`config.mk`:
```
export PLATFORM = sky130hd
export DESIGN_NAME = crc_reg_engine
export DESIGN_NICKNAME = d
export VERILOG_FILES = /design/src/rtl/crc_regs_pkg.sv /design/src/rtl/crc_byte_step.sv /design/src/rtl/crc_item_counter.sv /design/src/rtl/crc_reg_engine.sv
export SDC_FILE = /design/constraint.sdc
export NUM_CORES = 1
export LEC_CHECK = 0
export CAP_MARGIN = 20
export CORE_MARGIN = 10
export CORE_UTILIZATION = 45
export CTS_CLUSTER_DIAMETER = 80
export DETAILED_ROUTE_END_ITERATION = 12
export HOLD_SLACK_MARGIN = 0.08
export PLACE_DENSITY_LB_ADDON = 0.12
export SKIP_CTS_REPAIR_TIMING = 1
export SLEW_MARGIN = 10
export SYNTH_ARGS = -nofsm -noshare
export SYNTH_HDL_FRONTEND = slang
export SYNTH_HIERARCHICAL = 1
export SYNTH_SLANG_ARGS = --single-unit
```
`constraint.sdc`:
```
create_clock -name clk -period 1.8 [get_ports clk]
set_input_delay 0.36 -clock clk [delete_from_list [all_inputs] [get_ports clk]]
set_output_delay 0.36 -clock clk [all_outputs]
set_load 0.02 [all_outputs]
```
`src/rtl/crc_regs_pkg.sv`:
```
package crc_regs_pkg;

  typedef enum logic [1:0] {
    RA_CTRL   = 2'd0,
    RA_DATA   = 2'd1,
    RA_REMAIN = 2'd2,
    RA_RESULT = 2'd3
  } reg_addr_e;

  localparam int unsigned CTRL_CLR_BIT = 15;

endpackage

```
`src/rtl/crc_byte_step.sv`:
```
module crc_byte_step #(
  parameter int unsigned CRC_W  = 16,
  parameter int unsigned BYTE_W = 8,
  parameter logic [CRC_W-1:0] POLY_REFL = 16'h8408
) (
  input  logic [CRC_W-1:0]  crc_in,
  input  logic [BYTE_W-1:0] byte_in,
  output logic [CRC_W-1:0]  crc_out
);

  logic [CRC_W-1:0] stage [BYTE_W+1];

  assign stage[0] = crc_in;

  // One shift-and-conditional-xor per data bit, LSB first.
  for (genvar i = 0; i < BYTE_W; i++) begin : g_bit
    logic fb;
    assign fb = stage[i][0] ^ byte_in[i];
    assign stage[i+1] = fb ? ((stage[i] >> 1) ^ POLY_REFL) : (stage[i] >> 1);
  end

  assign crc_out = stage[BYTE_W];

endmodule

```
`src/rtl/crc_item_counter.sv`:
```
module crc_item_counter #(
  parameter int unsigned CNT_W = 12
) (
  input  logic             clk,
  input  logic             rst_n,
  input  logic             clr,
  input  logic             inc,
  output logic [CNT_W-1:0] count
);

  localparam logic [CNT_W-1:0] CNT_MAX = '1;

  always_ff @(posedge clk or negedge rst_n) begin
    if (!rst_n) begin
      count <= '0;
    end else if (clr) begin
      count <= '0;
    end else if (inc && (count != CNT_MAX)) begin
      count <= count + 1'b1;
    end
  end

endmodule

```
`src/rtl/crc_reg_engine.sv`:
```
module crc_reg_engine #(
  parameter int unsigned REG_W  = 16,
  parameter int unsigned CRC_W  = 16,
  parameter int unsigned CNT_W  = 12,
  parameter int unsigned IN_W   = 12,
  parameter int unsigned BYTE_W = 8,
  parameter logic [CRC_W-1:0] POLY_REFL = 16'h8408,
  parameter logic [CRC_W-1:0] PRESET    = 16'hFFFF
) (
  input  logic             clk,
  input  logic             rst_n,
  input  logic             reg_wr,
  input  logic [1:0]       reg_addr,
  input  logic [REG_W-1:0] reg_wdata,
  output logic [REG_W-1:0] reg_rdata
);
  import crc_regs_pkg::*;

  localparam int unsigned CTRL_PAD = REG_W - CNT_W;

  logic             clr_req;
  logic             data_wr;
  logic [IN_W-1:0]  data_masked;
  logic [CRC_W-1:0] remainder;
  logic [CRC_W-1:0] remainder_nxt;
  logic [CRC_W-1:0] crc_result;
  logic [CNT_W-1:0] item_count;

  assign clr_req     = reg_wr && (reg_addr == RA_CTRL) && reg_wdata[CTRL_CLR_BIT];
  assign data_wr     = reg_wr && (reg_addr == RA_DATA);
  assign data_masked = reg_wdata[IN_W-1:0];

  crc_byte_step #(
    .CRC_W    (CRC_W),
    .BYTE_W   (BYTE_W),
    .POLY_REFL(POLY_REFL)
  ) u_step (
    .crc_in (remainder),
    .byte_in(data_masked[BYTE_W-1:0]),
    .crc_out(remainder_nxt)
  );

  always_ff @(posedge clk or negedge rst_n) begin
    if (!rst_n) begin
      remainder <= PRESET;
    end else if (clr_req) begin
      remainder <= PRESET;
    end else if (data_wr) begin
      remainder <= remainder_nxt;
    end
  end

  crc_item_counter #(
    .CNT_W(CNT_W)
  ) u_cnt (
    .clk  (clk),
    .rst_n(rst_n),
    .clr  (clr_req),
    .inc  (data_wr),
    .count(item_count)
  );

  assign crc_result = ~remainder;

  always_comb begin
    case (reg_addr)
      RA_CTRL:   reg_rdata = {{CTRL_PAD{1'b0}}, item_count};
      RA_REMAIN: reg_rdata = remainder;
      RA_RESULT: reg_rdata = crc_result;
      default:   reg_rdata = '0;
    endcase
  end

endmodule

```
==> out/results.tsv, run 1 <==
stage	metric	value	unit
run_status	outcome	finished clean	
die	placementRows	24	
final_layout	seq_area	721	um2
logic_synthesis	synth_mux_area_share	2.20	%
placed_design	post-place-ws	-0.650	ns
final_layout	nNetsFinal	266	
clock_network	clk_pin_slew	0.10	ns
die	fp.coreArea	4440	um2
logic_synthesis	synth-seq-cells	28	
power	power_density	1370	nW/um2
grt	antenna_found_initial	0	
critical_path	reg2reg_to	u_cnt/count[1]	
sta	drv_slew	0	
detailed_routing	drc	0	
logic_synthesis	synth_xor_area_share	26.2	%
min_path	hp-class	in -> async	
critical_path	cp.arrival	1.36	ns
sta	setup_violations	0	
final_layout	multi_input_area	1290	um2
logic_synthesis	synthDistinctLibCells	44	
detailed_routing	routed_wl	5390	um
clock_network	clk_latency	0.27	ns
logic_synthesis	syn_avg_cell_area	11.9	um2
power	peakVddDrop	1.05	mV
critical_path	endpoint_kind	primary output	
sta	max_slew_margin	65.0	%
critical_path	cp_max_fo	2	
power	p_leak	1.35	nW
die	die_width	88.4	um
clock_network	cts_tree	yes	
grt	grt_max_degree	29	
die	pin_count	37	
sta	hold_viol_final	0	
grt	grt-ovfl-total	0	
detailed_routing	drt_pre_antenna_iters	4	
detailed_routing	vias	1642	
placed_design	dp_hpwl	3970	um
placed_design	portBuffers	29	
logic_synthesis	synth_nets	199	
final_layout	area_growth	33.6	%
detailed_routing	antenna_left	0	
die	die_h	88.4	um
clock_network	cts_made_buffers	3	
clock_network	cts_root_buf	clkbuf_8	
grt	grt_pass1_wl	9080	um
grt	track_usage	14.5	%
detailed_routing	wire_per_inst	18.3	um
final_layout	layout-drive-gt1-share	44.0	%
critical_path	worstRegToRegCells	5	
logic_synthesis	synth_compound_area_share	15.5	%
critical_path	rrSetupSlack	0.11	ns
detailed_routing	viasPerCell	5.57	
critical_path	crit_required	1.44	ns
logic_synthesis	synthSimpleGateAreaFrac	15.8	%
grt	grt_pass1_vias	1790	
clock_network	htree_num_levels	1	
final_layout	num_antenna_cells	0	
sta	post-route-period-util	95.4	%
logic_synthesis	netlist_instances	177	
logic_synthesis	mappedNetlistArea	2100	um2
logic_synthesis	synthAdderAreaFrac	0.595	%
logic_synthesis	yosys_warnings	6	
die	initial_core_util	47.4	%
clock_network	clock_sinks	28	
placed_design	routabilityCongestion	0.908	
sta	max_slew.worst_pin.slew	0.521	ns
sta	rsz0062_at_grt	no	
detailed_routing	drtIter0Drc	89	
logic_synthesis	synth_top_family_by_area	XOR/XNOR gates	
critical_path	start_kind	register	
die	die_area	7810	um2
sta	fin_crit	1.72	ns
sta	setup_ws	0.0830	ns
sta	skew	0.00109	ns
critical_path	critical_path_class	reg -> out	
flow_run	max_cap_violations	0	
sta	clock.fmax	582	MHz
logic_synthesis	yosysSeqAreaShare	34.2	%
final_layout	final.fill_count	349	
sta	hold_ws	0.464	ns
clock_network	clk_path_buf_depth	2	
critical_path	r2r-start	u_cnt/count[0]	
## cell type report
cell class | instances | area share (%)
clock buffers | 4 | 2.36
flip-flops and latches | 28 | 25.6
well taps | 52 | 2.31
repair buffers | 75 | 23.3
inverters | 3 | 0.490
multi-input cells | 133 | 45.9
## layer usage
metal,wire length (um),part of all wire (%),global-route usage (%),up-vias
li1,-,-,-,773
met1,2180,40,17.5,823
met2,2970,55,26.2,40
met3,182,3.4,2.94,6
met4,57,1.1,2.35,0
met5,0,0,0,-
## flip-flops by register name (all words and copies together) (netlist names)
| name | flops |
|---|---|
| remainder | 16 |
| u_cnt/count | 12 |
## worst max-delay path by stage
stage                        startpoint        endpoint  slack (ns)  cells after the start
after floorplan             reg_addr[0]  u_cnt/count[5]       0.007                      8
after global placement      reg_addr[0]    reg_rdata[1]       -0.60                      5
after detailed placement    reg_addr[0]    reg_rdata[6]       -0.65                      5
after CTS                   reg_addr[0]    reg_rdata[6]       -0.65                      5
after global routing      remainder[13]   reg_rdata[13]       0.004                      3
final                      remainder[6]    reg_rdata[6]        0.08                      3
## report_power, final
part           switching (mW)  internal [mW]
logic                   0.893           1.39
clock network           0.212          0.242
registers               0.176          0.945
total                    1.28           2.57
## through the flow
step | std cells | power, mW | utilization, % | area, um2 | TNS, ns
6_report | 295 | 3.85 | 63.3 | 2810 | 0
5_1_grt | 295 | 4.11 | 63.3 | 2810 | 0
4_1_cts | 293 | 3.97 | 62.4 | 2780 | -10.31
3_5_place_dp | 289 | 3.49 | 61.0 | 2710 | -13.52
3_3_place_gp | 289 | 3.43 | 61.0 | 2710 | -12.01
2_1_floorplan | 177 | 2.71 | - | 2110 | 0
## cell usage after synthesis (all sizes together)
cell type     number  share of area, %
o31ai              1              0.36
nand3b             1              0.95
dfrtp             12                14
or4                1              0.36
and3               2              0.65
a21oi              4              0.95
dfstp             16                20
xor3               4               4.7
and4               2              0.83
a41oi              1              0.77
nor4               2               1.3
o22a              16               7.4
a22o              12               5.0
ha                 1              0.59
nor2b              2              0.59
nor2              12               2.1
nand2              4              0.71
nand4              3              0.89
xnor2             14               7.8
nor3               5               1.2
o21ai              1              0.24
or3                1              0.30
nor3b              1              0.89
xor2              20               8.3
and4bb             1              0.59
inv                3              0.54
dlymetal6s2s       1              0.59
mux2               2               1.2
buf               12               4.5
mux2i              2              0.95
o41ai              1              0.77
nand3              7               2.9
and2               5               1.5
xnor3              5               5.4
## worst max-delay path, stage by stage, from the launching register on
cell	delay, ns
dfstp_2	0.58
xor2_1	0.18
a22o_1	0.16
clkbuf_2	0.17
## placed cells by master, fill, tap and decap left out, drive strengths merged, types with 2 or more instances in the layout
cell / count
dfstp: 16
dlymetal6s2s: 9
nand3: 7
clkdlybuf4s50: 10
nor3: 5
a22o: 12
o22a: 16
and3: 2
mux2i: 2
buf: 45
inv: 3
xor2: 20
clkbuf: 15
and2: 5
nor2b: 2
nand4: 3
nand2: 4
nor2: 12
xor3: 4
mux2: 2
dfrtp: 12
xnor3: 5
and4: 2
a21oi: 4
xnor2: 14
nor4: 2
## cells by family (layout without fill, tap and decap cells)
kind of cell,after synthesis,after routing
fa+ha+maj,1,1
compound gates,36,36
simple gates,49,49
buf+inv,16,82
xor+xnor,43,43
mux,4,4
flops,28,28
Power figures use the tool's default switching activity.
==> run 2, diff against run 1 <==
--- a/config.mk
+++ b/config.mk
@@ -6,7 +6,6 @@
 export NUM_CORES = 1
 export LEC_CHECK = 0
 export CAP_MARGIN = 20
-export CORE_MARGIN = 10
 export CORE_UTILIZATION = 45
 export CTS_CLUSTER_DIAMETER = 80
 export DETAILED_ROUTE_END_ITERATION = 12
==> run 2 against run 1 <==
Total power fell by 3.6%. Critical path depth unchanged. Cell count is 2.4% lower. Routed wire length fell by 9.7%. Worst hold slack worse by 0.0077 ns. Combinational power is 3% lower. Clock skew up 0.0025 ns. Sequential cell count unchanged. Maximum frequency down 1.1%. Critical path type unchanged. Largest cell class unchanged.
==> out/results.tsv, run 2 (synthesized netlist as in run 1, its figures left out) <==
stage	metric	value	unit
clock_network	cts_made_buffers	3	
clock_network	clk_latency	0.28	ns
placed_design	dp_hpwl	3730	um
detailed_routing	drt_pre_antenna_iters	4	
sta	drv_slew	0	
clock_network	cts_tree	yes	
sta	clock.fmax	576	MHz
run_status	outcome	finished clean	
clock_network	cts_root_buf	clkbuf_8	
die	die_area	4950	um2
sta	post-route-period-util	96.5	%
critical_path	cp_max_fo	2	
detailed_routing	viasPerCell	5.42	
final_layout	final_common_cell	buf_4	
critical_path	cp.arrival	1.38	ns
power	peakVddDrop	0.933	mV
clock_network	clk_path_buf_depth	2	
die	pin_count	37	
grt	antenna_found_initial	0	
sta	rsz0062_at_grt	no	
detailed_routing	antenna_left	0	
detailed_routing	wire_per_inst	16.9	um
final_layout	seq_area	721	um2
clock_network	clk_pin_slew	0.10	ns
final_layout	largest_reg_flops	16	
grt	track_usage	21.5	%
clock_network	clock_sinks	28	
die	fp.coreArea	4410	um2
sta	hold_viol_final	0	
final_layout	area_growth	31.2	%
clock_network	htree_num_levels	1	
final_layout	num_antenna_cells	0	
critical_path	path_cells	xor2_1 > a22o_1 > dlymetal6s2s_1	
grt	grt-ovfl-total	0	
sta	max_slew_margin	70.2	%
critical_path	critPathTopFamily	flip-flops	
grt	grt_max_degree	29	
critical_path	crit_required	1.44	ns
die	die_width	70.4	um
detailed_routing	vias	1561	
die	die_h	70.4	um
final_layout	multi_input_area	1270	um2
die	placementRows	24	
final_layout	final_cell_mix	36 x buf_4, 20 x xor2_1, 16 x dlymetal6s2s_1, 16 x dfstp_2	
critical_path	critical_path_class	reg -> out	
sta	fin_tns_setup	0	ns
critical_path	endpoint_kind	primary output	
placed_design	portBuffers	29	
sta	fin_crit	1.74	ns
critical_path	worst_path_max_delay_cell	dfstp_2	
final_layout	final_util	62.5	%
detailed_routing	routed_wl	4870	um
min_path	hp-class	in -> async	
flow_run	max_cap_violations	0	
grt	grt_pass1_vias	1632	
critical_path	start_kind	register	
grt	grt_pass1_wl	8270	um
final_layout	layout-drive-gt1-share	38.1	%
power	total_power	3.72	mW
placed_design	routabilityCongestion	0.938	
critical_path	r2r-start	u_cnt/count[0]	
final_layout	nNetsFinal	259	
critical_path	crit_buf_inv	1	
sta	skew	0.00361	ns
placed_design	dp_cells	283	
critical_path	slowest_delay	0.58	ns
critical_path	cp-startpoint	remainder[6]	
sta	max_slew.worst_pin.slew	0.443	ns
final_layout	final.fill_count	352	
power	p_leak	1.40	nW
detailed_routing	drc	0	
sta	setup_violations	0	
final_layout	top_regs	remainder (16), u_cnt/count (12)	
power	power_density	1350	nW/um2
die	initial_core_util	47.7	%
final_layout	finalNonFillerCells	288	
final_layout	max_flop_register	remainder	
detailed_routing	drtIter0Drc	43	
run 2: cell count changes in the layout (fill, tap and decap cells not counted), sizes merged:
cell          before  now
buf               45   39
clkbuf            15    6
clkinv             0    1
dlymetal6s2s       9   16
run 2: area by class of cell:
| cell class | count | area share, % |
|---|---|---|
| Tap cell | 52 | 2.36 |
| Multi-Input combinational cell | 133 | 46.1 |
| Timing Repair Buffer | 68 | 23.4 |
| Sequential cell | 28 | 26.1 |
| Clock buffer | 3 | 1.50 |
| Inverter | 3 | 0.408 |
| Clock inverter | 1 | 0.136 |
run 2: per-stage QoR:
step	hold slack [ns]	setup slack, ns	area (um2)
global route	0.497	0.00159	2760
floorplan	0.0644	0.00658	2110
detailed placement	0.553	-0.600	2680
finish	0.456	0.0631	2760
CTS	0.469	-0.640	2720
global placement	0.542	-0.591	2680
run 2: final timing paths:
| check | endpoint | slack (ns) | cells past startpoint |
|---|---|---|---|
| worst max register to register | u_cnt/count[1] | 0.16 | 5 |
| min in group clk | remainder[15] | 0.56 | 1 |
| worst min register to register | remainder[15] | 0.56 | 1 |
| worst max-delay path | reg_rdata[6] | 0.06 | 3 |
| worst min-delay path | u_cnt/count[10] | 0.46 | 2 |
| max in group asynchronous | remainder[6] | 1.04 | 2 |
run 2: metal layers:
metal,global-route usage [%],wire (um),share of wire (%)
met5,0,0,0
met4,5.33,52,1.1
met3,2.74,200,4.1
met2,36.4,2420,50
met1,29.0,2200,45
run 2: power by group:
part | internal [mW] | switching, mW | leakage, nW | total [mW]
registers | 0.946 | 0.192 | 0.333 | 1.14
clock network | 0.154 | 0.201 | 0.0231 | 0.355
logic | 1.36 | 0.861 | 1.04 | 2.22
total | 2.46 | 1.25 | 1.40 | 3.72
==> run 3, diff against run 2 <==
--- a/config.mk
+++ b/config.mk
@@ -5,6 +5,7 @@
 export SDC_FILE = /design/constraint.sdc
 export NUM_CORES = 1
 export LEC_CHECK = 0
+export ABC_AREA = 1
 export CAP_MARGIN = 20
 export CORE_UTILIZATION = 45
 export CTS_CLUSTER_DIAMETER = 80
==> constraint.sdc (replaced) <==
create_clock -name clk -period 2.25 [get_ports clk]
set_input_delay 0.45 -clock clk [delete_from_list [all_inputs] [get_ports clk]]
set_output_delay 0.45 -clock clk [all_outputs]
set_load 0.02 [all_outputs]
==> run 3 against run 2 <==
First-iteration DRC count increased to 3.6 times the previous value. Clock skew increased by 0.0035 ns. Routed wire length increased by 22%. Area after synthesis increased by 10%. Setup slack improved by 0.015 ns. Sequential cell count unchanged. Critical path depth increased by 2. Global-route usage increased by 2.4 points. Critical path type is now in -> out.
==> out/results.tsv, run 3 <==
stage	metric	value	unit
run_status	outcome	finished clean	
logic_synthesis	yosysSeqAreaShare	31.0	%
die	pin_count	37	
critical_path	slowest_delay	0.53	ns
die	die_h	73.8	um
sta	post-route-period-util	96.5	%
clock_network	cts_tree	yes	
sta	max_slew_margin	74.9	%
detailed_routing	routed_wl	5950	um
power	peakVddDrop	0.402	mV
grt	grt_pass1_vias	2075	
logic_synthesis	synth_top_area_share	25.4	%
clock_network	clock_sinks	28	
placed_design	post-place-ws	-0.331	ns
logic_synthesis	synth_edf_count	0	
grt	grt_pass1_wl	9790	um
detailed_routing	drtIter0Drc	156	
die	fp.coreArea	4850	um2
flow_run	max_cap_violations	0	
placed_design	routabilityCongestion	0.843	
critical_path	path_cells	clkdlybuf4s50_1 > nand2_1 > buf_4 > o211ai_1 > dlymetal6s2s_1	
clock_network	clk_pin_slew	0.10	ns
final_layout	layout-drive-gt1-share	19.5	%
final_layout	area_growth	17.6	%
final_layout	top_regs	remainder (16), u_cnt/count (12)	
sta	fin_crit	2.17	ns
logic_synthesis	synth_nets	399	
placed_design	dp_hpwl	4460	um
final_layout	largest_reg_flops	16	
detailed_routing	vias	2383	
logic_synthesis	synth-async-reset-ratio	100	%
logic_synthesis	synthTopCellsByCount	157 x nand2_1, 43 x inv_1, 39 x nand3_1	
sta	setup_ws	0.0786	ns
sta	hold_viol_final	0	
critical_path	rrSetupSlack	0.78	ns
clock_network	clk_path_buf_depth	2	
logic_synthesis	synth_top_flop_cell	dfstp_2	
final_layout	final_common_cell	nand2_1	
min_path	hp-class	reg -> reg	
logic_synthesis	synthTopCellsByArea	nand2_1 25%, dfstp_2 18%, dfrtp_1 13%	
critical_path	cp_max_fo	4	
sta	setup_violations	0	
final_layout	max_flop_register	remainder	
logic_synthesis	yosys_warnings	6	
logic_synthesis	syn_avg_cell_area	6.16	um2
critical_path	critical_path_class	in -> out	
grt	grt-ovfl-total	0	
logic_synthesis	netlist_instances	377	
sta	rsz0062_at_grt	no	
die	initial_core_util	47.9	%
die	die_area	5450	um2
die	die_width	73.8	um
placed_design	portBuffers	29	
detailed_routing	viasPerCell	5.00	
logic_synthesis	mappedNetlistArea	2320	um2
clock_network	cts_root_buf	clkbuf_8	
power	p_leak	1.56	nW
final_layout	num_antenna_cells	0	
critical_path	start_kind	input port	
critical_path	endpoint_kind	primary output	
clock_network	cts_made_buffers	3	
detailed_routing	antenna_left	0	
sta	clock.fmax	461	MHz
critical_path	worst_path_max_delay_cell	clkdlybuf4s50_1	
power	total_power	2.58	mW
final_layout	nNetsFinal	433	
grt	grt_max_degree	29	
clock_network	htree_num_levels	1	
critical_path	crit_required	1.80	ns
grt	track_usage	23.9	%
die	placementRows	25	
power	power_density	945	nW/um2
grt	antenna_found_initial	0	
logic_synthesis	synthDistinctLibCells	25	
sta	skew	0.00715	ns
critical_path	critPathTopFamily	buffers and inverters	
logic_synthesis	synth-seq-cells	28	
critical_path	crit_buf_inv	3	
critical_path	cp.arrival	1.72	ns
detailed_routing	drt_pre_antenna_iters	4	
logic_synthesis	synth_top_area_cell	nand2_1	
sta	max_slew.worst_pin.slew	0.377	ns
detailed_routing	wire_per_inst	12.5	um
clock_network	clk_latency	0.29	ns
sta	drv_slew	0	
final_layout	final_cell_mix	157 x nand2_1, 43 x inv_1, 39 x nand3_1	
logic_synthesis	yosysMostFrequentCell	nand2_1	
detailed_routing	drc	0	
==> run 3: cell count changes in the layout (fill, tap and decap cells not counted), moves of 9 or more <==
cell,change
dlymetal6s2s_1,-11
xor2_1,-14
nand4_1,+10
o22a_2,-12
nand2_1,+153
inv_1,+41
xnor2_1,-9
nand3_1,+34
o21ai_0,+10
buf_4,-24
nand2_2,+19
a22o_1,-12
==> run 3: worst register-to-register path, stage by stage, from the launching register on <==
cell	delay, ns
dfrtp_1	0.43
ha_1	0.22
nand2_1	0.14
nor2_1	0.07
nand3_1	0.08
nand2_2	0.07
inv_1	0.21
nand4_1	0.12
nand2_1	0.07
==> run 3: stage by stage <==
step	area (um2)	cells	setup TNS (ns)	utilization (%)	hold slack, ns
2_1_floorplan	2320	377	0	-	0.154
3_3_place_gp	2710	473	-5.03	55.9	0.493
3_5_place_dp	2710	473	-4.95	55.9	0.507
4_1_cts	2770	477	-5.09	57.1	0.523
5_1_grt	2730	477	0	56.3	0.542
6_report	2730	477	0	56.3	0.521
==> run 3: path summary, 6_finish.rpt <==
check / startpoint / endpoint / cells after the start
setup / recovery: reg_addr[1] / reg_rdata[3] / 5
hold / removal: remainder[12] / remainder[12] / 2
setup reg to reg: u_cnt/count[0] / u_cnt/count[9] / 8
hold reg to reg: remainder[12] / remainder[12] / 2
max in group asynchronous: rst_n / remainder[12] / 2
min in group asynchronous: rst_n / u_cnt/count[0] / 2
==> run 3: where the power goes <==
group,internal (mW),leakage (nW),switching (mW),total [mW]
combinational,0.499,1.20,0.782,1.28
clock,0.157,0.0288,0.173,0.330
sequential,0.737,0.330,0.232,0.969
total,1.39,1.56,1.19,2.58
==> run 3: per-layer routing <==
metal | routed length [um] | vias to the layer above | global-route usage (%)
li1 | - | 1231 | -
met1 | 2670 | 1100 | 30.9
met2 | 3070 | 47 | 42.4
met3 | 153 | 5 | 1.65
met4 | 60 | 0 | 7.26
met5 | 0 | - | 0
==> run 3: logic make-up after synthesis <==
logic type,Yosys count,synth area share [%]
fa+ha+maj,1,0.539
compound gates,20,4.58
xor+xnor,7,2.64
flops,28,31.0
simple gates,256,49.0
buf+inv,65,12.2
==> run 3: cell type report <==
| type | count | area [um2] |
|---|---|---|
| fill | 494 | 2120 |
| multi-input combinational | 284 | 1320 |
| sequential | 28 | 721 |
| timing repair buffer | 42 | 349 |
| inverter | 52 | 203 |
| tap | 67 | 83.8 |
| clock buffer | 4 | 55.1 |
